$ cat config.mk
export PLATFORM = sky130hd
export DESIGN_NAME = cj_unit
export DESIGN_NICKNAME = d
export VERILOG_FILES = /design/src/rtl/cj_pkg.sv /design/src/rtl/cj_decode.sv /design/src/rtl/cj_compare.sv /design/src/rtl/cj_cond.sv /design/src/rtl/cj_unit.sv
export SDC_FILE = /design/constraint.sdc
export NUM_CORES = 1
export LEC_CHECK = 0
export BUFFER_PORTS_ARGS = -buffer_cell sky130_fd_sc_hd__buf_4
export CORE_MARGIN = 5
export CORE_UTILIZATION = 38
export CTS_BUF_LIST = sky130_fd_sc_hd__clkbuf_4 sky130_fd_sc_hd__clkbuf_8 sky130_fd_sc_hd__clkbuf_16
export CTS_CLUSTER_DIAMETER = 80
export DETAILED_ROUTE_END_ITERATION = 10
export PLACE_DENSITY = 0.75
export SLEW_MARGIN = 0
export SYNTH_ARGS = -nofsm -noshare
export SYNTH_HDL_FRONTEND = slang
export SYNTH_SLANG_ARGS = --single-unit
$ cat constraint.sdc
create_clock -name clk -period 12.65 [get_ports clk]
set_input_delay 1.265 -clock clk [delete_from_list [all_inputs] [get_ports clk]]
set_output_delay 1.265 -clock clk [all_outputs]
set_load 0.03 [all_outputs]
$ cat src/rtl/cj_pkg.sv
package cj_pkg;

    // Fixed instruction format field positions
    localparam int OPC_W   = 8;
    localparam int CC_W    = 4;
    localparam int REG_W   = 4;
    localparam int IMM_W   = 16;
    localparam int OPC_LSB = 24;
    localparam int CC_LSB  = 20;
    localparam int RA_LSB  = 16;
    localparam int RB_LSB  = 12;

    typedef enum logic [CC_W-1:0] {
        CC_ALWAYS = 4'h0,
        CC_NE     = 4'h1,
        CC_EQ     = 4'h2,
        CC_UGT    = 4'h3,
        CC_UGE    = 4'h4,
        CC_SGT    = 4'hC,
        CC_SGE    = 4'hD
    } cc_e;

    typedef enum logic [1:0] {
        FORM_NONE = 2'd0,
        FORM_REG  = 2'd1,
        FORM_IMM  = 2'd2
    } form_e;

    // Relations between operand A and operand B
    typedef struct packed {
        logic eq;
        logic ugt;
        logic sgt;
    } rel_t;

    typedef struct packed {
        form_e             form;
        logic [CC_W-1:0]   cc;
        logic [IMM_W-1:0]  imm;
    } dec_t;

    function automatic logic cc_defined(input logic [CC_W-1:0] c);
        case (c)
            CC_ALWAYS, CC_NE, CC_EQ, CC_UGT, CC_UGE, CC_SGT, CC_SGE: return 1'b1;
            default: return 1'b0;
        endcase
    endfunction

    function automatic logic cc_eval(input logic [CC_W-1:0] c, input rel_t r);
        case (c)
            CC_ALWAYS: return 1'b1;
            CC_NE:     return !r.eq;
            CC_EQ:     return r.eq;
            CC_UGT:    return r.ugt;
            CC_UGE:    return r.ugt | r.eq;
            CC_SGT:    return r.sgt;
            CC_SGE:    return r.sgt | r.eq;
            default:   return 1'b0;
        endcase
    endfunction

endpackage

$ cat src/rtl/cj_decode.sv
module cj_decode
    import cj_pkg::*;
#(
    parameter int DATA_W = 32,
    parameter logic [OPC_W-1:0] OPC_REG = 8'h40,
    parameter logic [OPC_W-1:0] OPC_IMM = 8'h41
) (
    input  logic [DATA_W-1:0] instr,
    input  logic [DATA_W-1:0] op_b_reg,
    output dec_t              dec,
    output logic [DATA_W-1:0] op_b
);
    localparam int EXT_W = DATA_W - IMM_W;

    logic [OPC_W-1:0] opc;
    logic [IMM_W-1:0] imm;

    assign opc = instr[OPC_LSB +: OPC_W];
    assign imm = instr[IMM_W-1:0];

    always_comb begin
        dec.cc  = instr[CC_LSB +: CC_W];
        dec.imm = imm;
        if (opc == OPC_REG)      dec.form = FORM_REG;
        else if (opc == OPC_IMM) dec.form = FORM_IMM;
        else                     dec.form = FORM_NONE;
    end

    always_comb begin
        if (dec.form == FORM_IMM) op_b = {{EXT_W{imm[IMM_W-1]}}, imm};
        else                      op_b = op_b_reg;
    end

endmodule

$ cat src/rtl/cj_compare.sv
module cj_compare
    import cj_pkg::*;
#(
    parameter int DATA_W = 32
) (
    input  logic [DATA_W-1:0] a,
    input  logic [DATA_W-1:0] b,
    output rel_t              rel
);
    assign rel.eq  = (a == b);
    assign rel.ugt = (a > b);
    assign rel.sgt = ($signed(a) > $signed(b));
endmodule

$ cat src/rtl/cj_cond.sv
module cj_cond
    import cj_pkg::*;
(
    input  form_e           form,
    input  logic [CC_W-1:0] cc,
    input  rel_t            rel,
    output logic            is_jump,
    output logic            taken,
    output logic            badcc
);
    always_comb begin
        is_jump = (form != FORM_NONE);
        badcc   = is_jump && !cc_defined(cc);
        taken   = is_jump && cc_eval(cc, rel);
    end
endmodule

$ cat src/rtl/cj_unit.sv
module cj_unit
    import cj_pkg::*;
#(
    parameter int DATA_W = 32,
    parameter logic [OPC_W-1:0] OPC_REG = 8'h40,
    parameter logic [OPC_W-1:0] OPC_IMM = 8'h41,
    parameter int IP_STEP = 1
) (
    input  logic              clk,
    input  logic              rst,
    input  logic              req_valid,
    input  logic [DATA_W-1:0] instr,
    input  logic [DATA_W-1:0] op_a,
    input  logic [DATA_W-1:0] op_b_reg,
    input  logic [DATA_W-1:0] jump_reg,
    input  logic [DATA_W-1:0] cur_ip,
    output logic              res_valid,
    output logic              res_jump,
    output logic              res_taken,
    output logic              res_badcc,
    output logic [DATA_W-1:0] res_next_ip
);
    localparam logic [DATA_W-1:0] STEP = DATA_W'(IP_STEP);

    dec_t              dec;
    logic [DATA_W-1:0] op_b;
    rel_t              rel;
    logic              c_jump, c_taken, c_bad;
    logic [DATA_W-1:0] seq_ip;

    cj_decode #(.DATA_W(DATA_W), .OPC_REG(OPC_REG), .OPC_IMM(OPC_IMM)) u_dec (
        .instr(instr), .op_b_reg(op_b_reg), .dec(dec), .op_b(op_b)
    );

    cj_compare #(.DATA_W(DATA_W)) u_cmp (
        .a(op_a), .b(op_b), .rel(rel)
    );

    cj_cond u_cond (
        .form(dec.form), .cc(dec.cc), .rel(rel),
        .is_jump(c_jump), .taken(c_taken), .badcc(c_bad)
    );

    assign seq_ip = cur_ip + STEP;

    always_ff @(posedge clk) begin
        if (rst) begin
            res_valid   <= 1'b0;
            res_jump    <= 1'b0;
            res_taken   <= 1'b0;
            res_badcc   <= 1'b0;
            res_next_ip <= '0;
        end else begin
            res_valid <= req_valid;
            if (req_valid) begin
                res_jump    <= c_jump;
                res_taken   <= c_taken;
                res_badcc   <= c_bad;
                res_next_ip <= c_taken ? jump_reg : seq_ip;
            end else begin
                res_jump  <= 1'b0;
                res_taken <= 1'b0;
                res_badcc <= 1'b0;
            end
        end
    end

    // Taken jumps load the jump register seen one cycle earlier
    assert_taken_target_R8: assert property (@(posedge clk) disable iff (rst)
        (res_valid && res_taken) |-> (res_next_ip == $past(jump_reg)));

    // Fall-through advances by one word
    assert_seq_ip_R9: assert property (@(posedge clk) disable iff (rst)
        (res_valid && !res_taken) |-> (res_next_ip == $past(cur_ip) + STEP));

    // Undefined condition codes never redirect
    assert_bad_not_taken_R7: assert property (@(posedge clk) disable iff (rst)
        res_badcc |-> (!res_taken && res_jump));

    // Idle cycles are quiet and keep the pointer
    assert_idle_quiet_R11: assert property (@(posedge clk) disable iff (rst)
        !req_valid |=> (!res_valid && !res_taken && !res_badcc && !res_jump
                        && $stable(res_next_ip)));

    // Non-jump opcodes do nothing but step
    assert_nonjump_R10: assert property (@(posedge clk) disable iff (rst)
        (res_valid && !res_jump) |-> (!res_taken && !res_badcc));

    // Always-taken code redirects regardless of operands
    assert_always_R4: assert property (@(posedge clk) disable iff (rst)
        (req_valid && (instr[OPC_LSB +: OPC_W] == OPC_REG || instr[OPC_LSB +: OPC_W] == OPC_IMM)
         && instr[CC_LSB +: CC_W] == CC_ALWAYS) |=> res_taken);

endmodule

==> results of run 1 <==
==> cell type report <==
type                    instances  area [sq um]  share of cell area, %
clock buffers                   6          76.3                   1.46
multi-input cells             408          2710                   51.9
inverters                      11          41.3                  0.792
clock inverters                 1          5.00                 0.0960
repair buffers                200          1500                   28.8
flip-flops and latches         36           721                   13.8
well taps                     129           161                   3.10
==> worst max-delay path, cell delays in order <==
cell      delay (ns)
buf_4           0.10
or4_1           0.57
nor4b_4         0.23
buf_4           0.41
nand2_1         0.45
buf_4           0.37
mux2i_1         0.14
ha_1            0.32
nand4_1         0.22
nor4_2          0.56
nand3_1         0.14
a2111o_1        0.48
a211oi_4        0.21
buf_4           0.37
o21a_2          0.65
o221ai_1        0.23
==> power by group through the flow <==
stage	Sequential [mW]	Combinational [mW]	Clock [mW]
after CTS	0.124	0.132	0.0816
after floorplan	0.138	0.0518	0
after global routing	0.125	0.145	0.0877
after global placement	0.126	0.128	0
after detailed placement	0.126	0.132	0
final	0.124	0.132	0.0795
==> cell families after synthesis <==
family                     after synthesis  synth area share, %
muxes                                   15                 4.22
adders and majority gates               33                 11.5
DFF                                     36                 20.1
AOI/OAI and AO/OA                      126                 25.5
xor gates and xnor gates                29                 7.09
and+or+nand+nor                        205                 26.4
buffers and inverters                   47                 5.20
==> path summary, 6_finish.rpt <==
kind / startpoint / endpoint / slack, ns / depth (start not counted)
worst max register to register: res_next_ip[5] / res_next_ip[5] / 11.95 / 2
worst max-delay path: instr[27] / res_next_ip[15] / 6.02 / 16
worst min-delay path: res_next_ip[1] / res_next_ip[1] / 0.52 / 2
worst min register to register: res_next_ip[1] / res_next_ip[1] / 0.52 / 2
==> layer usage <==
metal | routed length, um | part of all wire, %
met3 | 789 | 6.1
met2 | 6320 | 49
met4 | 318 | 2.5
met1 | 5440 | 42
met5 | 0 | 0
==> metrics by stage <==
stage	setup WS (ns)	cell area, sq um	instances	hold WS (ns)
floorplan	7.28	3580	491	0.628
global placement	5.87	5130	784	0.501
detailed placement	5.75	5130	784	0.510
CTS	6.04	5220	791	0.520
global route	5.68	5220	791	0.549
finish	6.02	5220	791	0.520
==> flip-flops by register name, indices dropped and copies added (netlist names) <==
name         cells
res_badcc        1
res_valid        1
res_next_ip     32
res_jump         1
res_taken        1
==> cells in the mapped netlist, types with 2 or more instances <==
cell type,n
xor2_1,8
o21bai_1,3
nor4_1,3
ha_1,33
nand3_1,15
a311oi_1,2
a21oi_1,32
inv_1,11
a2111oi_0,2
dfxtp_1,36
nand2_1,104
and2_1,3
buf_2,5
o211ai_1,32
o221ai_1,30
nor2_1,39
and3_1,12
nand4_1,16
and4_1,2
a21o_1,3
a211oi_1,5
xnor2_1,21
o21ai_0,5
mux2i_1,14
clkbuf_1,29
nor3_1,4
a21boi_0,2
o31ai_1,2
==> reports/results.ini, run 1 <==
[layout]
final_common_cell=buf_4
final_cell_mix=buf_4 (200), nand2_1 (104), nor2_1 (38)
n_antenna_cell=0
drive_gt1_share_pct=32.6
syn_to_final_growth_pct=45.5
fin_util_pct=56.4
finalNetCount=858
fillers=891

[sta]
period_minus_slack_ns=6.63
max_slew.worst_pin.slew_ns=0.676
rsz0062_at_grt=false
fin_tns_setup_ns=0
slew_violations=0
min_period_over_period_pct=52.4
finalSetupViolCount=0
relSlewSlack_pct=55.0
fin_worst_skew_ns=0
max_freq_mhz=151
finalHoldViolCount=0

[clock_tree]
cts_setup_buffers=0
cts_tree=done
ctsHoldBuffers=0
ctsResizeCount=0
htree_levels=2
clock_tree.buffer_depth=2
clk_pin_slew_worst_paths_ns=0.07
cts-root-buf=clkbuf_8
cts_buffers=5
clock_latency_ns=0.28
clkSinkCount=36

[synthesis]
synth_edf_count=0
ys_async_sr_fraction_pct=0
synth-main-ff-cell=dfxtp_1
yosysTopAreaCell=dfxtp_1
synth.top_cells.by_area=dfxtp_1 (20%), ha_1 (12%), nand2_1 (11%)
yosys.area.top_type_share_pct=20.1
yosysWarnings=0
ys_types=46
postSynthCellCount=491
syn_nets=687
ys_seq_area_share_pct=20.1
avgSynthCellArea_sq_um=7.30
synth_area_sq_mm=0.00358
synth-seq-cells=36

[grt]
antenna_found_initial=0
grtUsageMet1_pct=27.8
grt_pass1_wl_mm=20.6
grt_use_met2_pct=37.8
gr-max-usage-layer=met2
grt-ovfl-total=0
grtUsageTotal_pct=22.0
grt_start_max_net_pins=63
grt_pass1_vias=4304
gr-usage-met3_pct=3.61

[routing]
ant_nets=0
wire_per_inst_um=16.3
drcViolationCount=0
viasPerCell=5.51
drt_iter0_markers=191
vias=4361
drt_pre_antenna_iters=5
wl_mm=12.9

[die]
die_height_um=107
core_sq_mm=0.00924
top_level_ports=199
initial_core_util_pct=38.8
dieWidth_um=107
rows=35
dieArea_sq_mm=0.0115

[hold_path]
min_path_type=register to register

[worst_setup_path]
cp.arrival_ns=6.76
crit_type=primary input to register
critPathLaunchType=primary input
critPathMaxFanout=36
endpoint_kind=register
cp.required_ns=12.78

[power_and_ir_drop]
power_uw=335
netSwitchingPower_uw=111
netSwitchingFraction_pct=33.1
intPower_uw=224
vdd_drop_max_mv=0.0515
combPwrFrac_pct=39.3
powerDensity_mw_per_mm2=64.3
seqPwrFrac_pct=36.9
leakage_nw=2.44
p_clk_share_pct=23.7

[outcome]
status=finished clean

[placed_design]
numPortBuffers=194
hpwl_mm=10.2
gp_congestion=0.840

[job]
drv_cap=0

No activity file was read; power rests on OpenSTA's default activity.
==> run 2: changes to the inputs <==
Clock period 12.65 ns to 6.84 ns, I/O delays scaled along.
==> reports/results.ini, run 2 (same netlist as run 1, synthesis figures left out) <==
[outcome]
status=finished clean

[placed_design]
gp_congestion=0.845
numPortBuffers=194
post-place-cells=783
dpl_cell_area_sq_mm=0.00513
hpwl_mm=10.2

[clock_tree]
ctsResizeCount=0
htree_levels=2
cts_buffers=5
cts-root-buf=clkbuf_8
ctsHoldBuffers=0
clkSinkCount=36
clk_pin_slew_worst_paths_ns=0.07
clock_latency_ns=0.27
cts_tree=done
cts_setup_buffers=0
clock_tree.buffer_depth=2

[routing]
dr_wl_met2_mm=6.40
wl_mm=13.1
drt_pre_antenna_iters=5
vias=4381
wire_per_inst_um=16.5
viasPerCell=5.55
wl_met3_mm=1.04
dr.max_layer_used=met4
drcViolationCount=0
drt_iter0_markers=275
wirelength_met1_mm=5.33
ant_nets=0

[layout]
design_area_sq_mm=0.00521
fin_util_pct=56.4
final_cell_mix=buf_4 (199), nand2_1 (104), nor2_1 (38)
final_cell_count_no_fill=790
syn_to_final_growth_pct=45.3
regMostFlops=res_next_ip
finalNetCount=857
n_antenna_cell=0
largest_register_ffs=32
drive_gt1_share_pct=32.5
final_common_cell=buf_4

[sta]
min_period_over_period_pct=79.9
period_minus_slack_ns=5.47
hold_ws_ns=0.515
rsz0062_at_grt=false
fin_tns_setup_ns=0
relSlewSlack_pct=26.9
finalSetupViolCount=0
max_slew.worst_pin.slew_ns=1.10
slew_violations=0
finalHoldViolCount=0
max_freq_mhz=183
fin_worst_skew_ns=0

[power_and_ir_drop]
vdd_drop_max_mv=0.0887
leakage_nw=2.44
powerDensity_mw_per_mm2=119

[worst_setup_path]
critPathLaunchType=primary input
cp.arrival_ns=5.65
critPathMaxFanout=36
crit_type=primary input to register
cp.required_ns=7.03
endpoint_kind=register

[die]
dieWidth_um=107
die_height_um=107
rows=35
core_sq_mm=0.00924
top_level_ports=199
initial_core_util_pct=38.8
dieArea_sq_mm=0.0115

[grt]
grt_pass1_vias=4297
grt-ovfl-total=0
antenna_found_initial=0
grt_pass1_wl_mm=20.8
grt_start_max_net_pins=63
grtUsageTotal_pct=22.1

[hold_path]
min_path_type=register to register

[job]
drv_cap=0

==> run 2: changes by cell type in the layout (fill, tap and decap cells not counted), sizes merged <==
cell  previous run  this run
buf            200       199
==> run 2: cell type report <==
cell class                      instances  area, sq um
Fill cell                             877         4030
Multi-Input combinational cell        408         2710
Timing Repair Buffer                  199         1490
Sequential cell                        36          721
Tap cell                              129          161
Clock buffer                            6         76.3
Inverter                               11         41.3
Clock inverter                          1         5.00
==> run 2: where the power goes <==
part	switching, mW	leakage [nW]	internal (mW)
combinational	0.125	2.10	0.119
clock	0.0728	0.0445	0.0732
sequential	0.00732	0.297	0.222
total	0.205	2.44	0.414
==> run 2: critical path: stages <==
cell	delay [ns]
buf_4	0.10
or4_1	0.56
nor4b_4	0.23
buf_4	0.40
and3_1	0.61
a21oi_1	0.09
ha_1	0.33
nand4_1	0.18
nor4_2	0.58
a211oi_1	0.15
nor4_1	0.54
a211oi_4	0.08
buf_4	0.27
o21a_2	0.48
a311oi_1	0.34
==> run 2: final timing paths <==
| path | cells past startpoint | slack (ns) | to | startpoint |
|---|---|---|---|---|
| max | 15 | 1.37 | res_next_ip[0] | instr[27] |
| min | 2 | 0.52 | res_next_ip[1] | res_next_ip[1] |
| max reg2reg | 2 | 6.10 | res_next_ip[4] | res_next_ip[4] |
| min reg2reg | 2 | 0.52 | res_next_ip[1] | res_next_ip[1] |
==> run 2: per-stage QoR <==
| step | power (mW) | setup WS [ns] |
|---|---|---|
| 2_1_floorplan | 0.352 | 2.05 |
| 3_3_place_gp | 0.470 | 1.21 |
| 3_5_place_dp | 0.476 | 1.11 |
| 4_1_cts | 0.623 | 1.41 |
| 5_1_grt | 0.659 | 0.960 |
| 6_report | 0.619 | 1.37 |
==> run 2: per-layer routing <==
layer	track usage, %	vias to the layer above
li1	-	2148
met5	0	-
met4	6.03	0
met3	4.39	24
met2	37.4	194
met1	28.4	2015
==> run 3: changes to the inputs <==
Clock period 6.84 ns to 5.1 ns, I/O delays scaled along.
==> reports/results.ini, run 3 (same netlist as run 1, synthesis figures left out) <==
[die]
top_level_ports=199
die_height_um=107
rows=35
dieWidth_um=107
initial_core_util_pct=38.8
core_sq_mm=0.00924
dieArea_sq_mm=0.0115

[power_and_ir_drop]
leakage_nw=2.46
vdd_drop_max_mv=0.0940
power_uw=857
powerDensity_mw_per_mm2=163

[placed_design]
numPortBuffers=194
dpl_cell_area_sq_mm=0.00515
gp_congestion=0.865
hpwl_mm=10.6

[grt]
grt_pass1_vias=4324
grt-ovfl-total=0
grt_start_max_net_pins=63
grt_pass1_wl_mm=21.1
grtUsageTotal_pct=22.4
antenna_found_initial=0

[clock_tree]
clkSinkCount=36
clock_tree.buffer_depth=2
cts_tree=done
clk_pin_slew_worst_paths_ns=0.07
cts-root-buf=clkbuf_8
ctsHoldBuffers=0
clock_latency_ns=0.28
cts_buffers=5
htree_levels=2

[worst_setup_path]
crit_type=primary input to register
slowest_stage=nor4_1
endpoint_kind=register
critPathLaunchType=primary input
crit_top_cell=buf_4
cp.required_ns=5.29
critPathBufInv=3
slowest_delay_ns=0.64
critPathMaxFanout=33
r2r_slack_ns=4.35
cp_top_family=simple AND/OR/NAND/NOR gates
cp.arrival_ns=4.89
path_cells=buf_4 -> or4_1 -> nor4b_4 -> nand2_1 -> buf_4 -> mux2i_1 -> ha_1 -> nand4_1 -> nor4_2 -> a211oi_1 -> nor4_1 -> a211oi_4 -> o21a_2 -> buf_12 -> a311oi_1

[layout]
finalNetCount=859
regMostFlops=res_next_ip
fin_util_pct=56.8
n_antenna_cell=0
drive_gt1_share_pct=33.0
design_area_sq_mm=0.00525
largest_register_ffs=32
syn_to_final_growth_pct=46.5
final_common_cell=buf_4
final_cell_mix=buf_4 (200), nand2_1 (104), nor2_1 (38)

[job]
drv_cap=0

[sta]
min_period_over_period_pct=92.1
fin_worst_skew_ns=0
max_freq_mhz=213
period_minus_slack_ns=4.70
finalSetupViolCount=0
relSlewSlack_pct=27.5
max_slew.worst_pin.slew_ns=1.09
finalHoldViolCount=0
rsz0062_at_grt=false
slew_violations=0
fin_tns_setup_ns=0

[hold_path]
min_path_type=primary input to register

[routing]
wl_mm=13.2
viasPerCell=5.49
ant_nets=0
vias=4356
drcViolationCount=0
drt_iter0_markers=188
drt_pre_antenna_iters=4
wire_per_inst_um=16.6

[outcome]
status=finished clean

-- run 3: cell types whose count changed in the layout (fill, tap and decap cells not counted), sizes merged --
cell and delta:
buf +2, clkbuf +2, clkinv -1
-- run 3: final cells by class --
cell class	count	area (sq um)
clock buffers	8	97.6
fillers	875	3990
inverters	11	41.3
multi-input cells	408	2710
flip-flops and latches	36	721
well taps	129	161
repair buffers	201	1520
-- run 3: worst min-delay path, cell delays in order --
cell and delay [ns]:
buf_4 0.11, inv_1 0.04, a311oi_1 0.07
-- run 3: metrics by stage --
| stage | hold slack, ns | std cells | setup WS (ns) |
|---|---|---|---|
| after CTS | 0.488 | 793 | 0.361 |
| after detailed placement | 0.502 | 785 | 0.0689 |
| after global placement | 0.501 | 785 | 0.254 |
| after floorplan | 0.628 | 491 | 0.484 |
| after global routing | 0.486 | 793 | 0.104 |
| final | 0.494 | 793 | 0.404 |
-- run 3: per-layer routing --
metal,GRT usage (%),vias to the layer above,wire [um]
met3,3.79,18,853
met5,0,-,0
met2,38.9,139,6590
met4,5.02,0,221
li1,-,2151,-
met1,28.9,2048,5540
-- run 3: timing repair --
item	CTS	global route
resized for setup	0	1
setup buffers	0	0
setup endpoints to repair	0	2
-- run 3: power by group --
group          switching, mW  total [mW]  internal, mW  leakage [nW]
Sequential           0.00992       0.307         0.297         0.297
Clock                  0.100       0.221         0.121        0.0523
Combinational          0.168       0.328         0.160          2.11
Total                  0.278       0.857         0.579          2.46
-- run 3: worst paths after layout --
| kind | startpoint | end | cells past startpoint |
|---|---|---|---|
| min reg2reg | res_next_ip[1] | res_next_ip[1] | 2 |
| max | instr[27] | res_next_ip[0] | 15 |
| max reg2reg | res_next_ip[23] | res_next_ip[23] | 2 |
| min | jump_reg[1] | res_next_ip[1] | 3 |
